[src/rtl/tmr_pkg.sv]
package tmr_pkg;
   typedef enum logic [1:0] {
      M_FREE  = 2'b00,
      M_CLRM  = 2'b01,
      M_FAST  = 2'b10,
      M_DUAL  = 2'b11
   } tmr_mode_e;

   localparam int unsigned AW = 3;
   localparam logic [AW-1:0] A_MODE = 3'd0;
   localparam logic [AW-1:0] A_CNT  = 3'd1;
   localparam logic [AW-1:0] A_CMP  = 3'd2;
   localparam logic [AW-1:0] A_FLG  = 3'd3;
   localparam logic [AW-1:0] A_MSK  = 3'd4;
endpackage

[src/rtl/tmr_count.sv]
module tmr_count
   import tmr_pkg::*;
#(
   parameter int unsigned W = 8
) (
   input  logic         clk,
   input  logic         rst_n,
   input  logic         step,
   input  tmr_mode_e    mode,
   input  logic [W-1:0] cmp_act,
   input  logic         ld_en,
   input  logic [W-1:0] ld_val,
   input  logic         mode_wr,
   output logic [W-1:0] cnt,
   output logic         dir_dn,
   output logic         ovf_evt
);
   localparam logic [W-1:0] MAXV = '1;
   localparam logic [W-1:0] ONE  = W'(1);

   logic [W-1:0] top_val;

   always_comb begin
      top_val = (mode == M_CLRM) ? cmp_act : MAXV;
      if (mode == M_DUAL)
         ovf_evt = step && dir_dn && (cnt == '0);
      else
         ovf_evt = step && (cnt == MAXV);
   end

   always_ff @(posedge clk) begin
      if (!rst_n) begin
         cnt    <= '0;
         dir_dn <= 1'b0;
      end else begin
         if (mode_wr) dir_dn <= 1'b0;
         if (ld_en) cnt <= ld_val;
         if (step) begin
            if (mode == M_DUAL) begin
               if (!dir_dn) begin
                  if (cnt == MAXV) begin
                     dir_dn <= 1'b1;
                     cnt    <= cnt - ONE;
                  end else begin
                     cnt <= cnt + ONE;
                  end
               end else begin
                  if (cnt == '0) begin
                     dir_dn <= 1'b0;
                     cnt    <= cnt + ONE;
                  end else begin
                     cnt <= cnt - ONE;
                  end
               end
            end else begin
               cnt <= (cnt == top_val) ? '0 : cnt + ONE;
            end
         end
      end
   end
endmodule

[src/rtl/tmr_cmp.sv]
module tmr_cmp
   import tmr_pkg::*;
#(
   parameter int unsigned W    = 8,
   parameter bit          DBUF = 1'b1
) (
   input  logic         clk,
   input  logic         rst_n,
   input  logic         step,
   input  tmr_mode_e    mode,
   input  logic [W-1:0] cnt,
   input  logic         cmp_wr,
   input  logic         cnt_wr,
   input  logic [W-1:0] wdata,
   output logic [W-1:0] cmp_buf,
   output logic [W-1:0] cmp_act,
   output logic         match
);
   localparam logic [W-1:0] MAXV = '1;

   logic blk_q;

   generate
      if (DBUF) begin : g_buf
         logic [W-1:0] buf_q;
         logic         pwm;
         logic         load_pt;
         assign pwm     = mode[1];
         assign load_pt = step && (((mode == M_FAST) && (cnt == MAXV)) ||
                                   ((mode == M_DUAL) && (cnt == '0)));
         always_ff @(posedge clk) begin
            if (!rst_n) begin
               buf_q   <= '0;
               cmp_act <= '0;
            end else begin
               if (cmp_wr) buf_q <= wdata;
               if (cmp_wr && !pwm)
                  cmp_act <= wdata;
               else if (pwm && load_pt)
                  cmp_act <= buf_q;
            end
         end
         assign cmp_buf = buf_q;
      end else begin : g_direct
         always_ff @(posedge clk) begin
            if (!rst_n) cmp_act <= '0;
            else if (cmp_wr) cmp_act <= wdata;
         end
         assign cmp_buf = cmp_act;
      end
   endgenerate

   always_ff @(posedge clk) begin
      if (!rst_n)      blk_q <= 1'b0;
      else if (cnt_wr) blk_q <= 1'b1;
      else if (step)   blk_q <= 1'b0;
   end

   assign match = step && !blk_q && (cnt == cmp_act);
endmodule

[src/rtl/tmr_wave.sv]
module tmr_wave
   import tmr_pkg::*;
#(
   parameter int unsigned W = 8
) (
   input  logic         clk,
   input  logic         rst_n,
   input  logic         step,
   input  tmr_mode_e    mode,
   input  logic [W-1:0] cnt,
   input  logic         dir_dn,
   input  logic         match,
   output logic         wave
);
   localparam logic [W-1:0] MAXV = '1;

   always_ff @(posedge clk) begin
      if (!rst_n) begin
         wave <= 1'b0;
      end else begin
         unique case (mode)
            M_CLRM: if (match) wave <= ~wave;
            M_FAST: begin
               if (step && (cnt == MAXV)) wave <= 1'b1;
               else if (match)            wave <= 1'b0;
            end
            M_DUAL: if (match) wave <= dir_dn;
            default: wave <= wave;
         endcase
      end
   end
endmodule

[src/rtl/updn_tmr.sv]
module updn_tmr
   import tmr_pkg::*;
#(
   parameter int unsigned W    = 8,
   parameter bit          DBUF = 1'b1
) (
   input  logic          clk,
   input  logic          rst_n,
   input  logic          tick,
   input  logic          wr_en,
   input  logic [AW-1:0] addr,
   input  logic [W-1:0]  wdata,
   output logic [W-1:0]  rdata,
   output logic          irq_ovf,
   output logic          irq_cmp,
   output logic          wave_out
);
   generate
      if (W < 2) begin : g_bad_w
         $error("updn_tmr: W must be at least 2");
      end
   endgenerate

   tmr_mode_e    mode_q;
   logic [1:0]   flg_q;
   logic [1:0]   msk_q;
   logic [W-1:0] cnt_q;
   logic         dir_q;
   logic [W-1:0] cmp_buf;
   logic [W-1:0] cmp_act;
   logic         ovf_evt;
   logic         match;
   logic         wr_mode, wr_cnt, wr_cmp, wr_flg, wr_msk;
   logic         step;

   assign wr_mode = wr_en && (addr == A_MODE);
   assign wr_cnt  = wr_en && (addr == A_CNT);
   assign wr_cmp  = wr_en && (addr == A_CMP);
   assign wr_flg  = wr_en && (addr == A_FLG);
   assign wr_msk  = wr_en && (addr == A_MSK);
   assign step    = tick && !wr_cnt && !wr_mode;

   tmr_count #(.W(W)) u_cnt (
      .clk(clk), .rst_n(rst_n), .step(step), .mode(mode_q),
      .cmp_act(cmp_act), .ld_en(wr_cnt), .ld_val(wdata),
      .mode_wr(wr_mode), .cnt(cnt_q), .dir_dn(dir_q), .ovf_evt(ovf_evt)
   );

   tmr_cmp #(.W(W), .DBUF(DBUF)) u_cmp (
      .clk(clk), .rst_n(rst_n), .step(step), .mode(mode_q), .cnt(cnt_q),
      .cmp_wr(wr_cmp), .cnt_wr(wr_cnt), .wdata(wdata),
      .cmp_buf(cmp_buf), .cmp_act(cmp_act), .match(match)
   );

   tmr_wave #(.W(W)) u_wave (
      .clk(clk), .rst_n(rst_n), .step(step), .mode(mode_q), .cnt(cnt_q),
      .dir_dn(dir_q), .match(match), .wave(wave_out)
   );

   always_ff @(posedge clk) begin
      if (!rst_n) begin
         mode_q <= M_FREE;
         flg_q  <= '0;
         msk_q  <= '0;
      end else begin
         if (wr_mode) mode_q <= tmr_mode_e'(wdata[1:0]);
         if (wr_msk)  msk_q  <= wdata[1:0];
         flg_q[0] <= ovf_evt | (flg_q[0] & ~(wr_flg & wdata[0]));
         flg_q[1] <= match   | (flg_q[1] & ~(wr_flg & wdata[1]));
      end
   end

   always_comb begin
      rdata = '0;
      unique case (addr)
         A_MODE:  rdata[1:0] = mode_q;
         A_CNT:   rdata      = cnt_q;
         A_CMP:   rdata      = cmp_buf;
         A_FLG:   rdata[1:0] = flg_q;
         A_MSK:   rdata[1:0] = msk_q;
         default: rdata      = '0;
      endcase
   end

   assign irq_ovf = flg_q[0] & msk_q[0];
   assign irq_cmp = flg_q[1] & msk_q[1];
endmodule

[config.mk]
export PLATFORM = sky130hd
export DESIGN_NAME = updn_tmr
export DESIGN_NICKNAME = d
export VERILOG_FILES = /design/src/rtl/tmr_pkg.sv /design/src/rtl/tmr_count.sv /design/src/rtl/tmr_cmp.sv /design/src/rtl/tmr_wave.sv /design/src/rtl/updn_tmr.sv
export SDC_FILE = /design/constraint.sdc
export NUM_CORES = 1
export LEC_CHECK = 0
export BUFFER_PORTS_ARGS = -buffer_cell sky130_fd_sc_hd__buf_2
export CORE_UTILIZATION = 40
export CTS_BUF_LIST = sky130_fd_sc_hd__clkbuf_8
export CTS_CLUSTER_DIAMETER = 60
export DETAILED_ROUTE_END_ITERATION = 12
export SYNTH_ARGS = -nofsm -noshare
export SYNTH_HDL_FRONTEND = slang
export SYNTH_SLANG_ARGS = --single-unit
[constraint.sdc]
create_clock -name clk -period 2.4 [get_ports clk]
set_input_delay 0.48 -clock clk [delete_from_list [all_inputs] [get_ports clk]]
set_output_delay 0.48 -clock clk [all_outputs]
set_load 0.01 [all_outputs]
Word-level counts from Yosys, hierarchy flattened:

Index checks and enable logic that the tools add are counted.

* add/subtract/negate cells: 2
* multipliers: 0
* divide/modulo/power cells: 0
* order comparisons: 0
* eq/ne operators: 13
* shift operators: 0
* multiplexer cells: 26
* bitwise operators: 11
* reduce and logical (&&, ||, !) cells: 28

Operators by type and width (count)
* 8-bit 2-to-1 mux: 10
* 1-bit logical AND: 17
* 8-bit equality test: 2
* 1-bit 2-to-1 mux: 13
* 6-bit one-hot mux with 2 select lines: 1
* 2-bit one-hot mux with 5 select lines: 1
* 8-bit by 1-bit adder with 8-bit output (second input constant): 1
* 8-bit equality test (second input constant): 1
* 8-bit zero test: 1
* 8-bit by 1-bit subtractor with 8-bit output (second input constant): 1
* 1-bit bitwise AND: 6
* 3-bit by 2-bit equality test with 1-bit output (second input constant): 2
* 2-bit equality test (second input constant): 2
* 1-bit zero test: 4
* 2-bit != test (second input constant): 2
* 4-bit AND reduction: 1
* 2-bit nonzero test: 2
* 3-bit by 1-bit equality test with 1-bit output (second input constant): 1
* 3-bit equality test (second input constant): 1
* 3-bit zero test: 1
* 3-bit != test (second input constant): 1
* 1-bit NOT: 3
* 1-bit one-hot mux with 3 select lines: 1
* 3-bit nonzero test: 1
* other kinds (3): 4

* register bits after elaboration: 33
* bits in latches: 0
* RAM bits: 0
* bits in read-only memories: 0
* input bits: 15
* output and inout bits: 11
* word-level logic and storage cells: 89
* memories kept: 0

Longest topological paths before layout:

* depth after elaboration: 10
* depth in mapped cells: 9
* depth with buffers taken out: 7

Cells and area by module:

Synthesis repeated with hierarchy kept, for this count alone.

* cell total of the unflattened synthesis: 310
* area, all modules: 2556.2 um^2

By module, submodules not included
* tmr_count: times used 1, cells each 146, area each 1084.8 um^2, sequential area each 180.2 um^2
* tmr_cmp: times used 1, cells each 94, area each 899.6 um^2, sequential area each 340.3 um^2
* updn_tmr: times used 1, cells each 58, area each 488.0 um^2, sequential area each 120.1 um^2
* tmr_wave: times used 1, cells each 12, area each 83.8 um^2, sequential area each 20.0 um^2

Worst setup path before layout:

Ideal clock, no wire load.

* kind: in2out
* start point: input port addr[1]
* end point: output port rdata[2]
* data arrival time: 1.414 ns
* data required time: 1.920 ns
* path slack: 0.506 ns
* stages: 5
* path buffers: 1
* cell sequence: clkbuf_1 inv_1 nor2_1 a22oi_1 nor2_1

* cells in the longest elaborated chain, start to end: 2
* elaborated cells on any way between the ends: 3
* classes of those cells: eq/ne (2); mux (1)

RTL lines
* from (decl): RTL line updn_tmr.sv:11 `input logic [AW-1:0] addr,`
* 3-bit by 2-bit equality test with 1-bit output / 3-bit by 1-bit equality test with 1-bit output (equally long branches): RTL line updn_tmr.sv:75 `unique case (addr)`
* 6-bit one-hot mux with 2 select lines *: RTL line updn_tmr.sv:75
* to (decl): RTL line updn_tmr.sv:13 `output logic [W-1:0] rdata,`

Mark *: on every way between the ends. The rest lies on a longest branch, timed or not.

Worst setup path in the final report:

* start point: register u_cnt.cnt[0]
* end point: register u_cnt.cnt[3]

* cells in the longest elaborated chain, start to end: 5
* elaborated cells on any way between the ends: 11
* classes of those cells: add/sub (2); eq/ne (2); mux (6); reduce/logical (1)

RTL lines
* from (decl): RTL line tmr_count.sv:14 `output logic [W-1:0] cnt,`
* from (signal assigned): RTL line tmr_count.sv:37 `if (ld_en) cnt <= ld_val;`
* from (signal assigned): RTL line tmr_count.sv:43 `cnt <= cnt - ONE;`
* from (signal assigned): RTL line tmr_count.sv:45 `cnt <= cnt + ONE;`
* 8-bit by 1-bit adder with 8-bit output, or another cell as far along: RTL line tmr_count.sv:45, tmr_count.sv:50, tmr_count.sv:56
* 8-bit 2-to-1 mux, on equally long branches: RTL line tmr_count.sv:41, tmr_count.sv:48
* 8-bit 2-to-1 mux: RTL line tmr_count.sv:40 `if (!dir_dn) begin`
* 8-bit 2-to-1 mux *: RTL line tmr_count.sv:39 `if (mode == M_DUAL) begin`
* 8-bit 2-to-1 mux *: RTL line tmr_count.sv:38 `if (step) begin`

Marked as above.
A chain may end at the register's enable or synchronous reset.

==> metrics.txt <==
number of flops mapped to enable cells by yosys=0; maximum capacitance violations=0; Initial Utilization=42.1%; Cell variety after synth=49; number of design rule violations left after detail routing=0; Layout Area Growth over Synthesis=10.9%; Reg power frac=between 40% and 50%; number of DRC markers after the initial detailed-route iteration=155; layout cell share with drive strength beyond 1=14.2%; portion of the post-synthesis area used by sequential elements=~30%; switching part of the total=29.9%; maximum frequency from static timing analysis=459 MHz; worst hold-check slack=0.469 ns; Worst slew margin=58.2%; Core Rows=26; period utilization=90.8%; most area-hungry cell type in the Yosys netlist=dfxtp_1; slowest CP cell=dfxtp_1; Die Height=about 76 µm; number of buffers on the longest clock path=2; CTS tree=built; Synthesis Warnings=0; proportion of power drawn by combinational gates=~17%; number of buffers created by CTS=5; residual overflow from global routing=0; setup repair after global routing missed its margin=false; final wirelength=5900 µm; sum of net half-perimeters after detailed placement=4310 µm; die width=between 70 and 80 µm; global-route wire length before repair=9870 µm; main area contributors after synthesis=dfxtp_1 (30%), mux2i_1 (9.6%), nand2_1 (5.1%); largest incremental delay on the critical path=between 0.5 and 0.6 ns; number of slew-limit violations in the final report=0; net count of the finished layout=between 300 and 400; clock network fraction of total power=approximately a third; power density over cell area=496 nW/µm²; Post-Route Setup TNS=0 ns; worst slack, placed=0.276 ns; HP Class=in -> reg; synthesized area divided by synthesized cell count=roughly 7.9 µm²; netlist area before placement=2190 µm²; Worst Setup Path Type=reg -> reg; net switching power=361 µW; flip-flop and latch count after synthesis=33; clock latency on the worst-skew pair=0.29 ns; synthesized netlist net count=295; final weighted congestion in routability-driven placement=0.858; proportion of register bits with asynchronous set or reset after synthesis=0%; placement-stage cell area=2350 µm²; worst clock skew=roughly 0.011 ns; final cell area excluding filler cells=approximately 2400 µm²; vias per std cell=roughly 5.7; area share of the leading cell type in the synthesized netlist=30.1%; antenna violations before repair=0; maximum number of pins on one net before global-route repair=38; Die ar.=5780 µm²; M2 GR Usage=between 30% and 40%; Sink Count=33; Post-CTS Resized=0; number of placed cells counting well taps=357; required time of the worst setup path=2.58 ns; worst supply voltage drop on vdd=about 0.27 mV; Slew @ Worst Pin=0.626 ns; average routed wire per standard cell=16.2 µm; sum of internal, switching and leakage power=1.21 mW; via count of the first global-routing pass=1921; global-route layer with the greatest usage=met2; count of buffers from port buffering=25; number of hold violations in the final report=0; cell internal power dissipation=845 µW; number of placed I/O pins=26; Static Leakage=0.898 nW; total global-route track usage=21.7%; CORE AREA=around 5200 µm²; detailed-router iteration count before antenna repair=5; final-report setup violation count=0; remaining antenna violation count after routing=0; met3 layer usage reported by global route=2.51%; data arrival time of the critical path=approximately 2.4 ns; CTS hold repair buffers=0; clock tree root driver cell=clkbuf_8; endpoint type of the worst setup path=flop; count of antenna diodes in the layout=0; maximum net fanout on the critical path=9; run status=completed; # Post-CTS Setup Buffers=0; Finished Core Util=between 40 and 50%; non-filler instance count after layout=365; clock transition time at the flip-flop clock pins of the worst setup and hold paths=0.08 ns; Post-Synthesis Cells=277; Vias=2086; grt met1 use=31.0%; Setup WS post-layout=0.220 ns; crit start category=flop; ys flop type=dfxtp_1; crit path time final=around 2.2 ns; ordered cell list for the critical path=ha_1, nand3_1, nor2_1, o211ai_4, nand3b_1, a41o_1, a211o_1; number of H-tree levels=2
[power by group through the flow]
| stage | clock network (mW) | registers [mW] | logic, mW |
|---|---|---|---|
| CTS | 0.424 | 0.593 | 0.201 |
| global placement | 0 | 0.606 | 0.199 |
| floorplan | 0 | 0.591 | 0.153 |
| finish | 0.410 | 0.594 | 0.202 |
| global route | 0.441 | 0.597 | 0.225 |
| detailed placement | 0 | 0.605 | 0.200 |
[sequential cells by signal, summed over array words and instances, names as in the netlist]
register	count
u_cmp.cmp_act	8
mode_q	2
u_cmp.blk_q	1
u_cnt.dir_dn	1
flg_q	2
u_cnt.cnt	8
u_wave.wave	1
msk_q	2
u_cmp.cmp_buf	8
[cell usage in the layout, fill, tap and decap left out, types with 2 or more instances in the layout]
cell type  count
buf_4          4
inv_1          8
o22ai_1        5
nand3_1        9
xnor2_1        7
o221ai_1       2
dfxtp_1       33
clkinv_2       2
a22oi_1       12
nand2b_1       7
a21oi_1       10
nand4_2        2
nor2b_1       10
a21boi_0       8
nand4_1        8
a22o_1         4
nor2_1        22
o21ai_0       12
ha_1           3
nor3_1         4
o31ai_1        3
buf_2         25
inv_2          2
nand2_1       30
a31oi_1        4
o21ai_1        3
mux2i_1       21
o21a_1         3
and2_1         4
and3_1         5
clkbuf_8       5
[worst max-delay path, delay by kind of cell (launching register included)]
kind                     cells  cell delay (ns)
AND/OR/NAND/NOR              3             0.54
flip-flops                   1             0.54
AO/OA/AOI/OAI                3             0.69
adder cells (fa/ha/maj)      1             0.28
[synthesized netlist by cell type, types with 5 or more instances]
cell type  instances
a21boi_0           8
a21oi_1           10
a22oi_1           12
and3_1             5
clkbuf_1          14
dfxtp_1           33
inv_1              7
mux2i_1           21
nand2_1           30
nand2b_1           7
nand3_1            9
nand4_1            8
nor2_1            22
nor2b_1           10
o21ai_0           12
o22ai_1            5
xnor2_1            7
[worst paths after layout]
| check | start | end | slack [ns] | depth (start not counted) |
|---|---|---|---|---|
| hold reg to reg | u_wave.wave$_SDFFE_PN0P_ | u_wave.wave$_SDFFE_PN0P_ | 0.48 | 2 |
| hold / removal | wdata[2] | u_cmp.cmp_buf[2]$_SDFFE_PN0P_ | 0.47 | 3 |
| setup reg to reg | u_cnt.cnt[0]$_SDFFE_PN0P_ | u_cnt.cnt[3]$_SDFFE_PN0P_ | 0.22 | 7 |
| setup / recovery | u_cnt.cnt[0]$_SDFFE_PN0P_ | u_cnt.cnt[3]$_SDFFE_PN0P_ | 0.22 | 7 |
[area by class of cell]
class / count / area, µm²
fill: 538 / 2770
inverter: 9 / 33.8
multi-input combinational: 216 / 1410
tap: 70 / 87.6
clock inverter: 3 / 13.8
clock buffer: 5 / 68.8
timing repair buffer: 29 / 155
sequential: 33 / 661
[kinds of logic after synthesis]
group	count (synthesis)	synth area share [%]
muxes	21	9.58
DFF	33	30.1
buffers and inverters	28	5.48
xor gates and xnor gates	8	3.19
adders and majority gates	3	1.71
AOI/OAI and AO/OA	75	23.9
and+or+nand+nor	109	26.0
[layer usage]
| layer | part of all wire [%] | routed length [µm] |
|---|---|---|
| met1 | 48 | 2860 |
| met5 | 0 | 0 |
| met2 | 45 | 2660 |
| met3 | 5.3 | 313 |
| met4 | 1.1 | 65 |
Note: power is estimated with default switching activity, not from simulation.
